$ cat config.mk
export PLATFORM = sky130hd
export DESIGN_NAME = gated_down_counter
export DESIGN_NICKNAME = d
export VERILOG_FILES = /design/src/rtl/gdc_pkg.sv /design/src/rtl/gdc_regs.sv /design/src/rtl/gdc_count.sv /design/src/rtl/gdc_irq.sv /design/src/rtl/gated_down_counter.sv
export SDC_FILE = /design/constraint.sdc
export NUM_CORES = 1
export LEC_CHECK = 0
export CORE_MARGIN = 5
export CORE_UTILIZATION = 30
export CTS_BUF_LIST = sky130_fd_sc_hd__clkbuf_8
export DETAILED_ROUTE_END_ITERATION = 12
export GPL_TIMING_DRIVEN = 0
export PLACE_DENSITY = 0.55
export SYNTH_ARGS = -nofsm -noshare
export SYNTH_HDL_FRONTEND = slang
export SYNTH_SLANG_ARGS = --single-unit
$ cat constraint.sdc
create_clock -name clk -period 1.8 [get_ports clk]
set_input_delay 0.36 -clock clk [delete_from_list [all_inputs] [get_ports clk]]
set_output_delay 0.36 -clock clk [all_outputs]
set_load 0.02 [all_outputs]
$ cat src/rtl/gdc_pkg.sv
// Shared types for the gated down counter.
// Assumes a 2-bit register address space.
package gdc_pkg;
    typedef enum logic [1:0] {
        ADDR_COUNT   = 2'd0,
        ADDR_PERIOD  = 2'd1,
        ADDR_COMPARE = 2'd2,
        ADDR_CTRL    = 2'd3
    } gdc_addr_e;

    typedef struct packed {
        logic lt_mode;     // bit 2: strict less-than compare
        logic irq_on_cmp;  // bit 1: interrupt source is compare
        logic enable;      // bit 0: counter running
    } gdc_ctrl_t;

    localparam int CTRL_BITS = $bits(gdc_ctrl_t);
endpackage

$ cat src/rtl/gdc_regs.sv
// Register file: holds period, compare and control.
// Generates the preload strobe (period write while disabled).
// Performs the count-to-compare snapshot on a disabled read.
// Assumes WIDTH >= CTRL_BITS.
module gdc_regs
    import gdc_pkg::*;
#(
    parameter int WIDTH = 8
) (
    input  logic             clk,
    input  logic             rst_n,
    input  logic             wr_en,
    input  logic [1:0]       wr_addr,
    input  logic [WIDTH-1:0] wr_data,
    input  logic             rd_en,
    input  logic [1:0]       rd_addr,
    output logic [WIDTH-1:0] rd_data,
    input  logic [WIDTH-1:0] cnt,
    output logic [WIDTH-1:0] period,
    output logic [WIDTH-1:0] cmp_val,
    output gdc_ctrl_t        ctrl,
    output logic             preload
);
    logic snap;
    logic cmp_wr;

    // Decode the snapshot, compare-write and preload strobes.
    always_comb begin
        snap    = rd_en && (rd_addr == ADDR_COUNT) && !ctrl.enable;
        cmp_wr  = wr_en && (wr_addr == ADDR_COMPARE);
        preload = wr_en && (wr_addr == ADDR_PERIOD) && !ctrl.enable;
    end

    // Update the stored registers; a direct compare write wins over a snapshot.
    always_ff @(posedge clk) begin
        if (!rst_n) begin
            period  <= '0;
            cmp_val <= '0;
            ctrl    <= '0;
        end else begin
            if (snap)
                cmp_val <= cnt;
            if (wr_en) begin
                case (wr_addr)
                    ADDR_PERIOD:  period  <= wr_data;
                    ADDR_COMPARE: cmp_val <= wr_data;
                    ADDR_CTRL:    ctrl    <= gdc_ctrl_t'(wr_data[CTRL_BITS-1:0]);
                    default:      ;
                endcase
            end
        end
    end

    // Read multiplexer.
    always_comb begin
        case (rd_addr)
            ADDR_COUNT:   rd_data = cnt;
            ADDR_PERIOD:  rd_data = period;
            ADDR_COMPARE: rd_data = cmp_val;
            default:      rd_data = {{(WIDTH-CTRL_BITS){1'b0}}, ctrl};
        endcase
    end

    assert_snap_R8: assert property (@(posedge clk) disable iff (!rst_n)
        (rd_en && rd_addr == ADDR_COUNT && !ctrl.enable && !cmp_wr)
            |=> (cmp_val == $past(cnt)));

    assert_nosnap_R9: assert property (@(posedge clk) disable iff (!rst_n)
        (rd_en && ctrl.enable && !cmp_wr) |=> $stable(cmp_val));
endmodule

$ cat src/rtl/gdc_count.sv
// Count register with gated decrement and reload.
// Decodes terminal count and the compare result from the count.
// Assumes preload is only asserted while disabled.
module gdc_count #(
    parameter int WIDTH = 8
) (
    input  logic             clk,
    input  logic             rst_n,
    input  logic             en,
    input  logic             gate,
    input  logic             lt_mode,
    input  logic             preload,
    input  logic [WIDTH-1:0] preload_val,
    input  logic [WIDTH-1:0] period,
    input  logic [WIDTH-1:0] cmp_val,
    output logic [WIDTH-1:0] cnt,
    output logic             tc,
    output logic             cmp_hit
);
    localparam logic [WIDTH-1:0] ONE  = WIDTH'(1);
    localparam logic [WIDTH-1:0] ZERO = '0;

    // Advance, reload or preset the count.
    always_ff @(posedge clk) begin
        if (!rst_n)
            cnt <= '0;
        else if (preload)
            cnt <= preload_val;
        else if (en && gate)
            cnt <= (cnt == ZERO) ? period : cnt - ONE;
    end

    // Terminal count and selectable inequality, both gated by enable.
    always_comb begin
        tc      = en && gate && (cnt == ZERO);
        cmp_hit = en && (lt_mode ? (cnt < cmp_val) : (cnt <= cmp_val));
    end

    assert_dec_R3: assert property (@(posedge clk) disable iff (!rst_n)
        (en && gate && cnt != ZERO) |=> (cnt == $past(cnt) - ONE));

    assert_reload_R3: assert property (@(posedge clk) disable iff (!rst_n)
        (en && gate && cnt == ZERO) |=> (cnt == $past(period)));

    assert_hold_R4: assert property (@(posedge clk) disable iff (!rst_n)
        (en && !gate) |=> $stable(cnt));
endmodule

$ cat src/rtl/gdc_irq.sv
// Interrupt pulse generator.
// Selects terminal count or compare as the source, registers it,
// and emits a one-cycle pulse on its rising edge.
// Assumes both sources are already low while disabled.
module gdc_irq (
    input  logic clk,
    input  logic rst_n,
    input  logic en,
    input  logic sel_cmp,
    input  logic tc,
    input  logic cmp_hit,
    output logic irq
);
    logic src;
    logic src_d;
    logic pulse_q;

    // Choose the interrupt source.
    always_comb src = sel_cmp ? cmp_hit : tc;

    // Register the source and latch its rising edge.
    always_ff @(posedge clk) begin
        if (!rst_n) begin
            src_d   <= 1'b0;
            pulse_q <= 1'b0;
        end else begin
            src_d   <= src;
            pulse_q <= src && !src_d;
        end
    end

    // Gate the pulse with enable.
    always_comb irq = pulse_q && en;

    assert_single_R7: assert property (@(posedge clk) disable iff (!rst_n)
        irq |=> !irq);
endmodule

$ cat src/rtl/gated_down_counter.sv
// Top level: 8-bit gated down counter with compare and selectable interrupt.
// Wires the register file, the count core and the interrupt generator.
module gated_down_counter
    import gdc_pkg::*;
#(
    parameter int WIDTH = 8
) (
    input  logic             clk,
    input  logic             rst_n,
    input  logic             wr_en,
    input  logic [1:0]       wr_addr,
    input  logic [WIDTH-1:0] wr_data,
    input  logic             rd_en,
    input  logic [1:0]       rd_addr,
    output logic [WIDTH-1:0] rd_data,
    input  logic             gate,
    output logic             cmp_out,
    output logic             tc_out,
    output logic             irq
);
    logic [WIDTH-1:0] cnt;
    logic [WIDTH-1:0] period;
    logic [WIDTH-1:0] cmp_val;
    gdc_ctrl_t        ctrl;
    logic             preload;

    gdc_regs #(.WIDTH(WIDTH)) u_regs (
        .clk     (clk),
        .rst_n   (rst_n),
        .wr_en   (wr_en),
        .wr_addr (wr_addr),
        .wr_data (wr_data),
        .rd_en   (rd_en),
        .rd_addr (rd_addr),
        .rd_data (rd_data),
        .cnt     (cnt),
        .period  (period),
        .cmp_val (cmp_val),
        .ctrl    (ctrl),
        .preload (preload)
    );

    gdc_count #(.WIDTH(WIDTH)) u_count (
        .clk         (clk),
        .rst_n       (rst_n),
        .en          (ctrl.enable),
        .gate        (gate),
        .lt_mode     (ctrl.lt_mode),
        .preload     (preload),
        .preload_val (wr_data),
        .period      (period),
        .cmp_val     (cmp_val),
        .cnt         (cnt),
        .tc          (tc_out),
        .cmp_hit     (cmp_out)
    );

    gdc_irq u_irq (
        .clk     (clk),
        .rst_n   (rst_n),
        .en      (ctrl.enable),
        .sel_cmp (ctrl.irq_on_cmp),
        .tc      (tc_out),
        .cmp_hit (cmp_out),
        .irq     (irq)
    );

    assert_quiet_R10: assert property (@(posedge clk) disable iff (!rst_n)
        !ctrl.enable |-> (!cmp_out && !tc_out && !irq));
endmodule

# Word-level counts from Yosys, hierarchy flattened

Index checks and enable logic that the tools add are counted.

Add/subtract/negate cells: 1
$lt $le $gt $ge: 2
Equality and inequality tests: 5
Mux-type cells: 9
Reduce and logical (&&, ||, !) cells: 16

Operators by type and width:

| operator                                         | number |
|---|---|
| two-way mux 8 bit                                | 6 |
| one-hot mux 8 bit (3 select lines)               | 1 |
| logical AND 1 bit                                | 9 |
| less-or-equal comparator 8 bit                   | 1 |
| zero test 8 bit                                  | 1 |
| < comparator 8 bit                               | 1 |
| subtractor 8 x 1 -> 8 bit, second input constant | 1 |
| == test 2 bit, second input constant             | 3 |
| == test 2 x 1 -> 1 bit, second input constant    | 2 |
| AND reduction 2 bit                              | 2 |
| zero test 1 bit                                  | 2 |
| zero test 2 bit                                  | 1 |
| two-way mux 1 bit                                | 2 |
| nonzero test 2 bit                               | 1 |

Register bits after elaboration: 29
Input bits: 17
Output and inout port bits: 11

# Depth between registers and ports, before layout

Gate-level depths: netlist of run 1.

Depth after elaboration: 6
Mapped depth: 8
Gate-level depth less buffers: 6

# Hierarchy

Synthesis of run 1 repeated with hierarchy kept, for this count alone.

Cells, all modules: 204
Area total of the unflattened synthesis: 1,896.8 um^2

By module, submodules not included:

| module    | instances | cells each | area each (um^2) | sequential area each (um^2) |
|---|---|---|---|---|
| gdc_regs  | 1         | 95         | 988.4            | 380.4 |
| gdc_count | 1         | 103        | 833.3            | 160.2 |
| gdc_irq   | 1         | 6          | 75.1             | 40.0 |

# Worst setup path after synthesis of run 1

No wires, ideal clock.

Path kind: reg2out
Start: reg u_count.cnt[0]
End: out tc_out
Data arrival time: 1.623 ns
Required time: 1.440 ns
Slack: -0.183 ns
Stages on the path, launching flop included: 7
Path buffers: 2
Path through: dfxtp_1 -> clkbuf_1 -> inv_1 -> ha_1 -> or4b_1 -> buf_6 -> nor2_1

Word-level cells in the longest chain between the ends: 2

Ends and longest elaborated chain:

| item                   | line                     | source |
|---|---|---|
| start, declared        | gdc_count.sv:16          | `output logic [WIDTH-1:0] cnt,` |
| start signal, assigned | gdc_count.sv:28          | `cnt <= preload_val;` |
| start signal, assigned | gdc_count.sv:30          | `cnt <= (cnt == ZERO) ? period : cnt - ONE;` |
| zero test 8 bit        | gdc_count.sv:35          | `tc = en && gate && (cnt == ZERO);` |
| logical AND 1 bit      | gdc_count.sv:35          |  |
| end, declared          | gated_down_counter.sv:18 | `output logic tc_out,` |

Every way passes these cells.

# Final worst setup path of run 1

Start: reg u_regs.cmp_val[7]
End: out cmp_out

Word-level cells in the longest chain between the ends: 3
Elaborated cells on any way between the ends: 4

Ends and longest elaborated chain:

| item                                                                        | line                     | source |
|---|---|---|
| start, declared                                                             | gdc_regs.sv:20           | `output logic [WIDTH-1:0] cmp_val,` |
| start signal, assigned                                                      | gdc_regs.sv:42           | `cmp_val <= cnt;` |
| start signal, assigned                                                      | gdc_regs.sv:46           | `ADDR_COMPARE: cmp_val <= wr_data;` |
| less-or-equal comparator 8 bit / < comparator 8 bit (equally long branches) | gdc_count.sv:36          | `cmp_hit = en && (lt_mode ? (cnt < cmp_val) : (cnt <= cmp_val));` |
| two-way mux 1 bit *                                                         | gdc_count.sv:36          |  |
| logical AND 1 bit *                                                         | gdc_count.sv:36          |  |
| end, declared                                                               | gated_down_counter.sv:17 | `output logic cmp_out,` |

Mark *: on every way between the ends. The rest lies on a longest branch, timed or not.

==> results.yml, run 1 <==
run_status:
  status: "finished, violations left"
  violations: "negative setup slack"
cells_and_area:
  final_cell_area_mm2: 0.00266
  drive_above_1_share: 0.341
  n_antenna_cell: 0
  area_delta_synth_final_pct: 41.5
  mostFrequentLayoutCells: "nand2_1 (23), buf_4 (19), dfxtp_1 (19)"
  ff_latch_area_um2: 603
  fill_cells: 592
  instances_no_fill: 345
  layout_commonest_cell: "nand2_1"
  nNetsFinal: 296
  multi_input_area_mm2: 0.00136
sta:
  final_max_slew_viol_count: 0
  timing.final.crit_share: 1.15
  tightestPinTransition_ns: 0.690
  finalClockSkew_ns: 0.00599
  setup_viol: 6
  rsz0062_at_grt: "yes"
  fin_crit_ns: 2.07
  finalHoldViolations: 0
  slew_headroom: 0.540
  fmax_mhz: 483
  worst_slack_ns: -0.269
logic_synthesis:
  muxShareOfSynthArea: 0.134
  synth_xor_area_frac: 0.00466
  ys_seq_area_frac: 0.309
  ys.flop_type: "dfxtp_1"
  synth_area_mm2: 0.00188
  synth_cell_types: 46
  synth-compound-area-share: 0.224
  yosys.area_share.adder: 0.0665
  async_flop_share: 0
  ys_ff_latch: 29
  synth_edf_count: 0
  synth-simple-area-share: 0.200
  avgSynthCellArea_um2: 8.55
  synthCells: 220
  synth_warnings: 0
  synth_top_family_by_area: "compound AO/OA/AOI/OAI gates"
  syn_nets: 247
run:
  max_cap_viol_count: 0
clock_tree:
  clockRootBuffer: "clkbuf_8"
  cts_buffer_depth: 2
  clk_latency_ns: 0.28
  cts_made_buffers: 5
  cts_hold_buf: 0
  clock-sinks: 29
  clkSlewWorstSetupHoldPaths_ns: 0.07
  htree_levels: 2
  cts_tree: "yes"
worst_hold_path:
  hold_path.class: "register to register"
  hp-start: "u_irq.src_d$_SDFF_PN0_"
global_routing:
  track_usage: 0.166
  grt_pass1_vias: 1851
  grt_overflow: 0
  grtUsageMet3: 0.0295
  antenna_found_initial: 0
  grtUsageMet2: 0.251
  grt_use_met1: 0.237
  grt_pass1_wl_mm: 10.0
  grt_max_degree: 11
  grt_busiest_layer: "met2"
floorplan:
  die_y_um: 89.2
  dieWidth_um: 89.2
  core_mm2: 0.00599
  ioPinCount: 28
  dieArea_mm2: 0.00795
  start_util: 0.314
  std_cell_rows: 28
setup_path:
  rr_endpoint: "u_count.cnt[4]$_SDFFE_PN0P_"
  critPathLaunchType: "register"
  reg2reg_from: "u_count.cnt[1]$_SDFFE_PN0P_"
  worst-setup-path-type: "register to output pin"
  endpoint_kind: "output pin"
  cp_max_fo: 3
  endpoint: "cmp_out"
  crit_start: "u_regs.cmp_val[7]$_SDFF_PN0_"
  regToRegSetupSlack_ns: -0.14
  crit_required_ns: 1.44
  arrival_ns: 1.71
  r2r_cells: 8
route:
  dr.first_iter.drc_count: 142
  viasPerCell: 5.47
  drt_first_pass_iters: 5
  vias: 1888
  routed_wl_mm: 6.04
  wl_per_cell_um: 17.5
  drc: 0
  ant_nets: 0
placed_design:
  post_dp_cell_area_mm2: 0.00226
  dp_slack_ns: -0.760
  dp_cells: 319
  dp_hpwl_mm: 4.16
  portBuffers: 24
  place_congestion: 0.828
power_and_ir_drop:
  leakage_nw: 1.14
  total_power_w: 0.00173
  p_per_area_mw_per_mm2: 650
  ir_worst_vdd_mv: 0.354
==> worst min path at each step <==
| stage | end | slack (ns) | depth (start not counted) |
|---|---|---|---|
| floorplan | u_irq.pulse_q$_SDFF_PN0_ | 0.38 | 1 |
| global placement | u_irq.pulse_q$_SDFF_PN0_ | 0.40 | 1 |
| detailed placement | u_irq.pulse_q$_SDFF_PN0_ | 0.40 | 1 |
| CTS | u_irq.pulse_q$_SDFF_PN0_ | 0.41 | 1 |
| global route | u_irq.pulse_q$_SDFF_PN0_ | 0.44 | 1 |
| finish | u_irq.pulse_q$_SDFF_PN0_ | 0.42 | 1 |
==> Yosys cell counts, drive strengths merged, types with 4 or more instances <==
library cell / number / area share
dfxtp: 29 / 0.31
mux2i: 17 / 0.090
o211a: 7 / 0.037
inv: 12 / 0.024
a21oi: 11 / 0.029
clkbuf: 11 / 0.022
o21ai: 9 / 0.024
nand2: 23 / 0.046
buf: 5 / 0.017
o22ai: 4 / 0.013
o211ai: 10 / 0.040
ha: 10 / 0.067
nor2: 18 / 0.036
==> critical path: stages (launching register included) <==
cell and delay (ns):
dfxtp_2 0.33, inv_2 0.05, ha_4 0.26, nand4_1 0.17, a211o_1 0.28, nand4_1 0.11, o31ai_2 0.07, buf_4 0.16
==> cell families after synthesis <==
group                      Yosys count
adders and majority gates           10
muxes                               21
buffers and inverters               28
and+or+nand+nor                     71
AOI/OAI and AO/OA                   60
xor gates and xnor gates             1
DFF                                 29
==> final cells by class <==
type | instances | share of cell area
timing repair buffer | 45 | 0.144
sequential | 29 | 0.227
multi-input combinational | 163 | 0.512
buffer | 13 | 0.0320
clock inverter | 3 | 0.00517
inverter | 12 | 0.0197
tap | 75 | 0.0353
clock buffer | 5 | 0.0259
==> through the flow <==
step | util | hold slack (ns) | setup TNS [ns]
after global routing | 0.444 | 0.439 | -1.36
final | 0.444 | 0.422 | -0.733
after global placement | 0.378 | 0.402 | -9.59
after CTS | 0.434 | 0.412 | -0.875
after detailed placement | 0.378 | 0.403 | -9.34
after floorplan | - | 0.375 | -0.0331
==> state kept, by name, summed over array words and instances (netlist names) <==
name and flops:
u_count.cnt 8, u_irq.src_d 1, u_regs.ctrl 3, u_regs.period 8, u_irq.pulse_q 1, u_regs.cmp_val 8
==> where the power goes <==
group / switching, W / internal [W]
clock: 0.000262 / 0.000262
combinational: 0.000259 / 0.000256
sequential: 0.0000232 / 0.000667
==> what timing repair did <==
item                                    in CTS  in global routing
endpoints found under the setup margin      20                 21
setup buffers                               17                  4
resized for setup                           83                 31
pin swaps                                   18                 11
==> per-layer routing <==
layer | wire length [um] | part of all wire | vias up
met4 | 129 | 0.021 | 0
met1 | 2920 | 0.48 | 909
met5 | 0 | 0 | -
met2 | 2740 | 0.45 | 51
met3 | 252 | 0.042 | 11
li1 | - | - | 917
Note: power is estimated with default switching activity, not from simulation.
==> run 2, diff against run 1 <==
--- a/config.mk
+++ b/config.mk
@@ -8,6 +8,7 @@
 export CORE_MARGIN = 5
 export CORE_UTILIZATION = 30
 export CTS_BUF_LIST = sky130_fd_sc_hd__clkbuf_8
+export CTS_CLUSTER_SIZE = 10
 export DETAILED_ROUTE_END_ITERATION = 12
 export GPL_TIMING_DRIVEN = 0
 export PLACE_DENSITY = 0.55
==> results of run 2 <==
Same layout as run 1: the final DEF is identical, and so are final timing and power.
